**src/rtl/mix_seq.sv**
```systemverilog
module mix_seq #(
  parameter  int OW = 12,
  localparam int WW = OW + 4
) (
  input  logic          clk,
  input  logic          rst_n,
  output logic          rom_rd,
  output logic [OW-1:0] rom_addr,
  input  logic [WW-1:0] rom_data,
  output logic [OW-1:0] opnd,
  output logic          clr,
  output logic          flag_wr,
  output logic          ptr_load,
  output logic          spd_wr,
  output logic          act_strobe,
  output logic          thr_load,
  output logic          mean_start,
  output logic          mean_load,
  output logic          busy,
  input  logic          mean_done,
  input  logic          cmp_flag
);

  localparam logic [OW-1:0] ONE = {{(OW-1){1'b0}}, 1'b1};

  typedef enum logic [4:0] {
    S_INIT, S_IDLE, S_F1, S_F2, S_DEC,
    S_ADD1, S_ADD2, S_ADD3,
    S_PNT1, S_PNT2,
    S_SET1, S_SET2, S_SET3,
    S_RUN1, S_RUN2,
    S_FM1, S_FM2, S_FM3,
    S_CMP, S_JIC,
    S_WT1, S_WT2
  } state_t;

  state_t        st, nxt;
  logic [OW-1:0] pc, tmr;
  logic [WW-1:0] ir;
  logic [3:0]    op;
  logic          pc_inc, jmp;

  assign op = ir[WW-1 -: 4];

  always_comb begin
    nxt = st;
    case (st)
      S_INIT: nxt = S_IDLE;
      S_IDLE: nxt = S_F1;
      S_F1:   nxt = S_F2;
      S_F2:   nxt = S_DEC;
      S_DEC: begin
        if (!op[3]) nxt = S_INIT;
        else begin
          case (op[2:0])
            3'd0:    nxt = S_ADD1;
            3'd1:    nxt = S_PNT1;
            3'd2:    nxt = S_SET1;
            3'd3:    nxt = S_RUN1;
            3'd4:    nxt = S_FM1;
            3'd5:    nxt = S_CMP;
            3'd6:    nxt = S_JIC;
            default: nxt = S_WT1;
          endcase
        end
      end
      S_ADD1: nxt = S_ADD2;
      S_ADD2: nxt = S_ADD3;
      S_ADD3: nxt = S_F1;
      S_PNT1: nxt = S_PNT2;
      S_PNT2: nxt = S_F1;
      S_SET1: nxt = S_SET2;
      S_SET2: nxt = S_SET3;
      S_SET3: nxt = S_F1;
      S_RUN1: nxt = S_RUN2;
      S_RUN2: nxt = S_F1;
      S_FM1:  nxt = S_FM2;
      S_FM2:  if (mean_done) nxt = S_FM3;
      S_FM3:  nxt = S_F1;
      S_CMP:  nxt = S_F1;
      S_JIC:  nxt = S_F1;
      S_WT1:  nxt = S_WT2;
      S_WT2:  if (tmr == '0) nxt = S_F1;
      default: nxt = S_INIT;
    endcase
  end

  assign jmp    = (st == S_JIC) && cmp_flag;
  assign pc_inc = (st == S_ADD2) || (st == S_PNT1) || (st == S_SET1) ||
                  (st == S_RUN1) || (st == S_FM1)  || (st == S_CMP)  ||
                  (st == S_WT1)  || ((st == S_JIC) && !cmp_flag);

  always_ff @(posedge clk or negedge rst_n) begin
    if (!rst_n) begin
      st  <= S_INIT;
      pc  <= '0;
      ir  <= '0;
      tmr <= '0;
    end else begin
      st <= nxt;
      if (st == S_INIT) begin
        pc  <= '0;
        ir  <= '0;
        tmr <= '0;
      end else begin
        if (jmp)         pc <= ir[OW-1:0];
        else if (pc_inc) pc <= pc + ONE;
        if (st == S_F2) ir <= rom_data;
        if (st == S_WT1)                    tmr <= ir[OW-1:0];
        else if (st == S_WT2 && tmr != '0)  tmr <= tmr - ONE;
      end
    end
  end

  assign rom_rd     = (st == S_F1);
  assign rom_addr   = pc;
  assign opnd       = ir[OW-1:0];
  assign clr        = (st == S_INIT);
  assign flag_wr    = (st == S_ADD1);
  assign ptr_load   = (st == S_PNT1);
  assign spd_wr     = (st == S_SET1);
  assign act_strobe = (st == S_RUN1);
  assign thr_load   = (st == S_CMP);
  assign mean_start = (st == S_FM1);
  assign mean_load  = (st == S_FM3);
  assign busy       = (st == S_FM1) || (st == S_FM2) || (st == S_FM3);

endmodule

```
**config.mk**
```make
export PLATFORM = sky130hd
export DESIGN_NAME = mix_seq
export DESIGN_NICKNAME = d
export VERILOG_FILES = /design/src/rtl/mix_seq.sv
export SDC_FILE = /design/constraint.sdc
export NUM_CORES = 1
export LEC_CHECK = 0
export ABC_AREA = 1
export BUFFER_PORTS_ARGS = -buffer_cell sky130_fd_sc_hd__buf_2
export CORE_UTILIZATION = 35
export DETAILED_ROUTE_END_ITERATION = 16
export SLEW_MARGIN = 20
export SYNTH_ARGS = -nofsm -noshare
export SYNTH_HDL_FRONTEND = slang
export SYNTH_SLANG_ARGS = --single-unit
```
**constraint.sdc**
```tcl
create_clock -name clk -period 1.65 [get_ports clk]
set_clock_uncertainty 0.05 [all_clocks]
set_input_delay 0.2475 -clock clk [delete_from_list [all_inputs] [get_ports clk]]
set_output_delay 0.2475 -clock clk [all_outputs]
set_load 0.02 [all_outputs]
```
==> results_dict.tcl <==
set metrics [dict create \
    leakage_nw 1.99 \
    setup-violations-final 4 \
    multi_input_area_sq_um 1760 \
    grt_pass1_vias 2872 \
    cts_buffers 5 \
    dieWidth_um 96.7 \
    slew_violations 0 \
    numPortBuffers 53 \
    relSlewSlack_pct 77.4 \
    areaGrowthSynthToFinish_pct 26.9 \
    post-route-period-util_pct 104 \
    initial_utilization_pct 36.0 \
    worstSetupPathType "reg2out" \
    ys_ff_latch 45 \
    vias 3092 \
    cp-endpoint "flag_wr" \
    h-tree-depth 2 \
    antenna_left 0 \
    hold_path.class "in2reg" \
    timing.rr.start "st[0]$_DFFE_PN0P_" \
    io-pin-count 54 \
    m1WireLength_um 3910 \
    root_buffer "clkbuf_8" \
    vias_per_cell 4.96 \
    highest_layer "met4" \
    rr_worst_depth 8 \
    syn_avg_cell_area_sq_um 7.17 \
    tns_ns -0.187 \
    tightest_slew_ns 0.338 \
    netlist_instances 438 \
    wl_met2_um 4220 \
    die-area_sq_um 9350 \
    wl_met3_um 344 \
    drc 0 \
    ys_warn_count 0 \
    fmax_mhz 584 \
    cts_tree "built" \
    grt_pass1_wl_um 13800 \
    routed_wl_um 8640 \
    fillers 878 \
    place_ws_ns -0.00850 \
    dpl.hpwl_um 6250 \
    dr.pass1.iters 4 \
    worst_slack_ns -0.0629 \
    violations "setup timing" \
    finalCoreUtilization_pct 45.7 \
    cp.required_ns 1.35 \
    place_congestion 0.930 \
    rr_endpoint "rom_addr[1]$_DFFE_PN0P_" \
    grt_usage_pct 18.1 \
    hold_viol 0 \
    drv_cap 0 \
    period_needed_ns 1.71 \
    ir_worst_vdd_mv 0.587 \
    grt_max_degree 46 \
    grt_overflow_total 0 \
    synth_cell_types 34 \
    clock_latency_ns 0.31 \
    syn_nets 461 \
    drt_iter0_drc 171 \
    synthesis.area_sq_um 3140 \
    rsz0062_at_grt "true" \
    endpoint_kind "primary output" \
    yosysTopAreaCell "dfrtp_1" \
    synth.top_cell.area_share_pct 35.9 \
    placementRows 34 \
    antenna_cells 0 \
    power_per_cell_area_nw_per_um2 1810 \
    cts_buffer_depth 2 \
    synth_seq_area_share_pct 35.9 \
    dpl-instance-area_sq_um 3540 \
    fin_area_sq_um 3990 \
    crit_arrival_ns 1.42 \
    cp_max_fo 3 \
    fp.coreArea_sq_um 8720 \
    synthTopCellsByArea "dfrtp_1, nand2_1, nand3_1, inv_1, nor2_1" \
    path_clk_slew_ns 0.10 \
    startpoint_type "flip-flop" \
    final_layout_size_suffix_gt1_share_pct 35.5 \
    nets 538 \
    cts.sinks 45 \
    antenna_found_initial 0 \
    cp-startpoint "st[3]$_DFFE_PN0P_" \
    regArea_sq_um 1130 \
    r2r_slack_ns 0.03 \
    status "complete, but fails checks" \
    routedWlPerCell_um 13.8 \
    die_h_um 96.7 \
]
-- synth_stat cells --
| master | instances |
|---|---|
| nor2_2 | 7 |
| nand3_2 | 4 |
| nand3_1 | 52 |
| dfrtp_1 | 45 |
| nor3_4 | 1 |
| inv_4 | 2 |
| o21ai_1 | 23 |
| nand2_2 | 14 |
| o21ai_2 | 8 |
| nand2_8 | 2 |
| nor2_4 | 3 |
| nor2_8 | 1 |
| buf_4 | 14 |
| o21ai_0 | 18 |
| nand2_1 | 106 |
| nor2_1 | 42 |
| inv_1 | 44 |
| buf_8 | 2 |
| o211ai_1 | 3 |
| buf_2 | 3 |
| nor3_1 | 2 |
| nand2_4 | 3 |
| or2_2 | 1 |
| nand3b_1 | 2 |
| a21oi_1 | 11 |
| a211oi_1 | 1 |
| o22ai_1 | 1 |
| xnor2_1 | 1 |
| buf_6 | 1 |
| nand4_1 | 7 |
| ha_1 | 3 |
| nand3_4 | 1 |
| clkbuf_1 | 1 |
| inv_2 | 9 |
-- power by group --
part / switching, mW / internal [mW]
registers: 0.479 / 1.53
logic: 2.77 / 1.71
clock network: 0.419 / 0.306
-- worst min path at each step --
stage / startpoint / to / cells after the start
5_1_grt: rom_data[7] / ir[7]$_DFFE_PN0P_ / 3
3_5_place_dp: rst_n / ir[13]$_DFFE_PN0P_ / 2
2_1_floorplan: rst_n / ir[0]$_DFFE_PN0P_ / 0
3_3_place_gp: rst_n / ir[13]$_DFFE_PN0P_ / 2
6_report: rom_data[7] / ir[7]$_DFFE_PN0P_ / 3
4_1_cts: rom_data[7] / ir[7]$_DFFE_PN0P_ / 3
-- kinds of logic after synthesis --
group | after synthesis | share of synthesized area [%]
AND/OR/NAND/NOR | 248 | 39.0
adder cells (fa/ha/maj) | 3 | 1.20
buffers and inverters | 76 | 12.0
flip-flops | 45 | 35.9
XOR/XNOR | 1 | 0.279
AO/OA/AOI/OAI | 65 | 11.7
-- state kept, by name, indices dropped and copies added (netlist names) --
signal	cells
st	5
ir	16
rom_addr	12
tmr	12
-- critical path, cell delays in order (launching register included) --
cell     delay (ns)
dfrtp_2        0.45
nor2_2         0.20
nand2_1        0.16
nor2_2         0.15
buf_4          0.16
-- layout by cell type, fill, tap and decap left out, drive strengths merged, types with 2 or more instances in the layout --
| master | instances |
|---|---|
| o21ai | 49 |
| nand3b | 2 |
| clkbuf | 5 |
| nor2 | 53 |
| clkinv | 2 |
| nor3 | 3 |
| o211ai | 3 |
| inv | 55 |
| a21oi | 11 |
| nand4 | 7 |
| buf | 89 |
| nand3 | 57 |
| nand2 | 126 |
| dfrtp | 45 |
| ha | 3 |
-- per-stage QoR --
stage | power (mW) | hold WS [ns] | cells
finish | 7.21 | 0.0857 | 624
global placement | 5.88 | 0.205 | 596
floorplan | 4.94 | -0.0981 | 438
detailed placement | 5.92 | 0.205 | 596
CTS | 6.81 | 0.0815 | 612
global route | 7.83 | 0.0932 | 624
-- final cells by class --
cell class | instances | area share (%)
repair buffers | 90 | 16.1
clock inverters | 3 | 0.628
multi-input cells | 318 | 44.1
clock buffers | 5 | 1.73
well taps | 108 | 3.39
inverters | 55 | 5.62
flip-flops and latches | 45 | 28.4
-- routing by layer --
layer	track usage, %	vias to the layer above
li1	-	1559
met1	23.8	1446
met2	30.2	69
met3	3.76	18
met4	4.71	0
met5	0	-
-- repair_timing --
item,CTS,global route
setup endpoints to repair,12,34
resized for setup,31,33
cloned,0,1
hold buffers,1,0
setup buffers,7,11
pin swaps,2,10
endpoints found under the hold margin,45,0
No activity file was read; power rests on OpenSTA's default activity.
